$ cat src/rtl/irq_latch_pkg.sv
package irq_latch_pkg;

  localparam int LINES = 8;

  typedef struct packed {
    logic [LINES-1:0] setPend;
    logic [LINES-1:0] clrPend;
    logic [LINES-1:0] newReq;
    logic [LINES-1:0] mergedReq;
    logic [LINES-1:0] maskedReq;
  } latchStrobes_t;

  // Writable trigger-mode bits for the two instance flavours
  function automatic logic [LINES-1:0] writableMask(input bit secondary);
    return secondary ? LINES'(8'hDE) : LINES'(8'hF8);
  endfunction

endpackage

$ cat src/rtl/irqLatchCtrl.sv
module irqLatchCtrl
  import irq_latch_pkg::*;
#(
  parameter int NUM_LINES = LINES,
  localparam int IDX_W = $clog2(NUM_LINES)
) (
  input  logic [NUM_LINES-1:0] lineIn,
  input  logic [NUM_LINES-1:0] maskIn,
  input  logic                 ackValid,
  input  logic [IDX_W-1:0]     ackIdx,
  input  logic [NUM_LINES-1:0] pendQ,
  input  logic [NUM_LINES-1:0] prevQ,
  input  logic [NUM_LINES-1:0] trigModeQ,
  output latchStrobes_t        strobes
);

  logic [NUM_LINES-1:0] reqEvent;
  logic [NUM_LINES-1:0] ackHit;

  for (genvar i = 0; i < NUM_LINES; i++) begin : g_line
    // level: any high sample; edge: high now and low last cycle
    assign reqEvent[i] = trigModeQ[i] ? lineIn[i] : (lineIn[i] & ~prevQ[i]);
    assign ackHit[i]   = ackValid && (ackIdx == IDX_W'(i)) && !trigModeQ[i];
  end

  always_comb begin
    strobes.setPend   = reqEvent;
    strobes.clrPend   = (trigModeQ & ~lineIn) | ackHit;
    strobes.newReq    = reqEvent & ~pendQ;
    strobes.mergedReq = reqEvent & pendQ;
    strobes.maskedReq = reqEvent & maskIn;
  end

endmodule

$ cat src/rtl/irqLatchData.sv
module irqLatchData
  import irq_latch_pkg::*;
#(
  parameter int NUM_LINES = LINES,
  parameter bit SECONDARY = 1'b0
) (
  input  logic                 clk,
  input  logic                 rstN,
  input  latchStrobes_t        strobes,
  input  logic [NUM_LINES-1:0] lineIn,
  input  logic                 tmWrEn,
  input  logic [NUM_LINES-1:0] tmWrData,
  output logic [NUM_LINES-1:0] pendQ,
  output logic [NUM_LINES-1:0] prevQ,
  output logic [NUM_LINES-1:0] trigModeQ,
  output logic [NUM_LINES-1:0] newReqQ,
  output logic [NUM_LINES-1:0] mergedReqQ,
  output logic [NUM_LINES-1:0] maskedReqQ
);

  localparam logic [NUM_LINES-1:0] WR_MASK = writableMask(SECONDARY);

  always_ff @(posedge clk) begin
    if (!rstN) begin
      pendQ      <= '0;
      prevQ      <= '0;
      trigModeQ  <= '0;
      newReqQ    <= '0;
      mergedReqQ <= '0;
      maskedReqQ <= '0;
    end else begin
      pendQ      <= (pendQ & ~strobes.clrPend) | strobes.setPend;
      prevQ      <= lineIn;
      newReqQ    <= strobes.newReq;
      mergedReqQ <= strobes.mergedReq;
      maskedReqQ <= strobes.maskedReq;
      if (tmWrEn) trigModeQ <= tmWrData & WR_MASK;
    end
  end

  assert_tm_hold_R9: assert property (@(posedge clk) disable iff (!rstN)
    !tmWrEn |=> $stable(trigModeQ));

  assert_tm_fixed_zero_R6: assert property (@(posedge clk) disable iff (!rstN)
    tmWrEn |=> ((trigModeQ | WR_MASK) == WR_MASK));

  assert_new_sets_pend_R4: assert property (@(posedge clk) disable iff (!rstN)
    (newReqQ & ~pendQ) == '0);

endmodule

$ cat src/rtl/irqLatch.sv
module irqLatch
  import irq_latch_pkg::*;
#(
  parameter bit SECONDARY = 1'b0
) (
  input  logic             clk,
  input  logic             rstN,
  input  logic [LINES-1:0] lineIn,
  input  logic [LINES-1:0] maskIn,
  input  logic             ackValid,
  input  logic [2:0]       ackIdx,
  input  logic             tmWrEn,
  input  logic [LINES-1:0] tmWrData,
  output logic [LINES-1:0] tmRdData,
  output logic [LINES-1:0] pendVec,
  output logic [LINES-1:0] newReq,
  output logic [LINES-1:0] mergedReq,
  output logic [LINES-1:0] maskedReq
);

  latchStrobes_t strobes;
  logic [LINES-1:0] pendQ, prevQ, trigModeQ;

  irqLatchCtrl #(.NUM_LINES(LINES)) u_ctrl (
    .lineIn(lineIn), .maskIn(maskIn), .ackValid(ackValid), .ackIdx(ackIdx),
    .pendQ(pendQ), .prevQ(prevQ), .trigModeQ(trigModeQ), .strobes(strobes)
  );

  irqLatchData #(.NUM_LINES(LINES), .SECONDARY(SECONDARY)) u_data (
    .clk(clk), .rstN(rstN), .strobes(strobes), .lineIn(lineIn),
    .tmWrEn(tmWrEn), .tmWrData(tmWrData), .pendQ(pendQ), .prevQ(prevQ),
    .trigModeQ(trigModeQ), .newReqQ(newReq), .mergedReqQ(mergedReq),
    .maskedReqQ(maskedReq)
  );

  assign pendVec  = pendQ;
  assign tmRdData = trigModeQ;

  for (genvar i = 0; i < LINES; i++) begin : g_chk
    assert_level_follow_R2: assert property (@(posedge clk) disable iff (!rstN)
      trigModeQ[i] |=> (pendQ[i] == $past(lineIn[i])));

    assert_edge_hold_R3: assert property (@(posedge clk) disable iff (!rstN)
      (!trigModeQ[i] && pendQ[i] && !(ackValid && ackIdx == 3'(i))) |=> pendQ[i]);

    assert_edge_rise_R3: assert property (@(posedge clk) disable iff (!rstN)
      (!trigModeQ[i] && lineIn[i] && !prevQ[i]) |=> pendQ[i]);

    assert_ack_edge_R7: assert property (@(posedge clk) disable iff (!rstN)
      (ackValid && ackIdx == 3'(i) && !trigModeQ[i] && !(lineIn[i] && !prevQ[i]))
        |=> !pendQ[i]);

    assert_masked_R5: assert property (@(posedge clk) disable iff (!rstN)
      (lineIn[i] && !maskIn[i]) |=> !maskedReq[i]);
  end

endmodule

$ cat config.mk
export PLATFORM = sky130hd
export DESIGN_NAME = irqLatch
export DESIGN_NICKNAME = d
export VERILOG_FILES = /design/src/rtl/irq_latch_pkg.sv /design/src/rtl/irqLatchCtrl.sv /design/src/rtl/irqLatchData.sv /design/src/rtl/irqLatch.sv
export SDC_FILE = /design/constraint.sdc
export NUM_CORES = 1
export LEC_CHECK = 0
export CORE_MARGIN = 2
export CORE_UTILIZATION = 35
export DETAILED_ROUTE_END_ITERATION = 8
export PLACE_DENSITY_LB_ADDON = 0.3
export SLEW_MARGIN = 20
export SYNTH_ARGS = -nofsm -noshare
export SYNTH_HDL_FRONTEND = slang
export SYNTH_HIERARCHICAL = 1
export SYNTH_SLANG_ARGS = --single-unit
$ cat constraint.sdc
create_clock -name clk -period 1.37 [get_ports clk]
set_clock_uncertainty 0.1 [all_clocks]
set_input_delay 0.2055 -clock clk [delete_from_list [all_inputs] [get_ports clk]]
set_output_delay 0.2055 -clock clk [all_outputs]
set_load 0.01 [all_outputs]
==> out/metrics.csv <==
metric,value,unit
status,finished clean,
Routed Antenna Nets,0,
CP top delay family,flip-flops,
Netlist cell types,15,
worst path required time,1.06,ns
CP Capture Point,tmRdData[3],
Critical R2R Capture,u_data/maskedReqQ[5]$_SDFF_PN0_,
Final setup violation count,0,
PwrDens,1000,nW/µm²
f_max,781,MHz
"top cells by count, synth","dfxtp_1, and2_1, nand2b_1, and3_1, nor2b_1",
Max-Cap Viols,0,
final WL,3660,µm
Crit. End Element,primary output,
most frequent cell after synthesis,dfxtp_1,
leakage power,0.00126,µW
initial antenna violation count,0,
Worst-path clk slew,0.08,ns
CP arrival,0.97,ns
fin. max-slew vios,0,
DRT iter0 DRCs,52,
"worst slack, placed",-0.285,ns
Synth area leaders,"dfxtp_1, and2_1, nand2b_1",
total number of vias,1382,
Mapped Cells,173,
Mean Syn Cell Area,10.2,µm²
drt wl/cell,11.7,µm
cells along the critical path,dlygate4sd2_1,
"Clk Latency, worst-skew pair",0.29,ns
asr flop ratio synth,0,%
cell area after synthesis,1770,µm²
DRC violations left,0,
Final min period,1.28,ns
"Slowest-stage cell, CP",dfxtp_1,
CTS max path bufs,2,
H-tree lvl count,2,
share of layout cells above drive strength 1,6.88,%
Max VDD drop,0.682,mV
worst path bufs/invs,1,
number of synthesized register bits,45,
placed cell area,2550,µm²
cell taking the most area after synthesis,dfxtp_1,
diodes inserted,0,
port buffer count,64,
post-layout instance area,2590,µm²
Core ar.,4790,µm²
Synth Flop Type,dfxtp_1,
nets,277,
first-pass GRT wire length,5790,µm
worst min path class,in2reg,
vias per inst,4.40,
final-layout fill cell count,464,
register area share after synthesis,50.9,%
R2R setup slack,0.19,ns
origin of the critical flop-to-flop path,u_data/trigModeQ[5]$_SDFFE_PN0P_,
Reg2Reg Depth,4,
io pins,71,
TritonCTS clock tree,done,
period utilisation layout,93.4,%
die extent in y,75.1,µm
Die X-Extent,75.1,µm
CTS root buf,clkbuf_8,
CTS Buf Count,5,
final hold vios,0,
startpoint types,flop,
row count,25,
final worst slack,0.0900,ns
vias in the first global route,1284,
drt pass-1 iters,4,
largest net degree at the start of global routing,28,
RSZ-0062 raised after global routing,false,
GRT Residual Overflow,0,
Critical Path Source,u_data/trigModeQ[3]$_SDFFE_PN0P_,
Area Overhead vs Synth,46.6,%
DP Wirelength,2690,µm
starting density of the core,37.0,%
# clock sinks,45,
Crit Path Class,reg2out,
"EDFF count, synth",0,
Die ar.,5640,µm²
gpl congestion,0.718,
top cell type's share of synthesized area,50.9,%
worst stage delay on the critical path,0.39,ns
worst-path fanout max,5,
yosys warns,6,
Final Power,2600,µW
total track usage,13.7,%
Crit path depth,1,
==> registers in the layout, indices dropped and copies added, names as in the netlist <==
signal,cells
u_data/prevQ,8
u_data/trigModeQ,5
u_data/maskedReqQ,8
u_data/newReqQ,8
u_data/pendQ,8
u_data/mergedReqQ,8
==> per-stage QoR <==
step | instances | hold slack (ns) | utilization [%] | setup TNS [ns]
4_1_cts | 314 | 0.427 | 54.0 | 0
6_report | 314 | 0.356 | 54.2 | 0
2_1_floorplan | 175 | 0.233 | - | 0
3_3_place_gp | 306 | 0.463 | 53.3 | -1.46
5_1_grt | 314 | 0.388 | 54.2 | 0
3_5_place_dp | 306 | 0.464 | 53.3 | -1.73
==> cell usage in the layout, fill, tap and decap left out, types with 8 or more instances in the layout <==
master,Yosys,routed
clkdlybuf4s50_1,0,25
dlygate4sd2_1,0,37
and3b_1,8,8
nand2b_1,19,19
dfxtp_1,45,44
and2_1,40,40
nor2b_1,13,13
and3_1,16,16
o21a_1,8,8
==> final cells by class <==
cell class | count | area (µm²) | area share [%]
flip-flops and latches | 45 | 902 | 34.8
multi-input cells | 122 | 832 | 32.1
repair buffers | 72 | 697 | 26.9
well taps | 67 | 83.8 | 3.23
clock buffers | 8 | 80.1 | 3.09
==> kinds of logic after synthesis <==
kind of cell / synth area share [%]
multiplexers: 2.83
AND/OR/NAND/NOR: 35.5
buffers and inverters: 2.83
other: 0.212
AO/OA/AOI/OAI: 7.77
flip-flops: 50.9
==> metal layers <==
layer	GRT usage, %	wire (µm)	up-vias
li1	-	-	713
met1	17.0	1700	624
met2	21.4	1650	40
met3	6.02	266	5
met4	4.76	49	0
met5	0	0	-
==> power by group <==
part / switching, µW / leakage (µW) / total (µW) / internal (µW)
logic: 168 / 0.000851 / 417 / 249
clock network: 414 / 0.0000395 / 777 / 363
registers: 31.2 / 0.000372 / 1410 / 1380
total: 613 / 0.00126 / 2600 / 1990
==> worst min path at each step <==
stage	depth (start not counted)	from	endpoint	slack (ns)
after detailed placement	2	u_data/trigModeQ[7]$_SDFFE_PN0P_	u_data/trigModeQ[7]$_SDFFE_PN0P_	0.46
final	4	ackIdx[1]	u_data/pendQ[0]$_SDFF_PN0_	0.36
after global placement	2	u_data/trigModeQ[3]$_SDFFE_PN0P_	u_data/trigModeQ[3]$_SDFFE_PN0P_	0.46
after global routing	4	ackIdx[1]	u_data/pendQ[0]$_SDFF_PN0_	0.39
after floorplan	1	lineIn[0]	u_data/prevQ[0]$_SDFF_PN0_	0.23
after CTS	3	tmWrData[3]	u_data/trigModeQ[3]$_SDFFE_PN0P_	0.43
==> timing repair <==
| action | 4_1_cts | 5_1_grt |
|---|---|---|
| hold buffers | 0 | 0 |
| buffers inserted | 0 | 0 |
| resized for setup | 38 | 3 |
| setup endpoints to repair | 37 | 4 |
| cloned | 0 | 0 |
(Power assumes the default switching activity.)
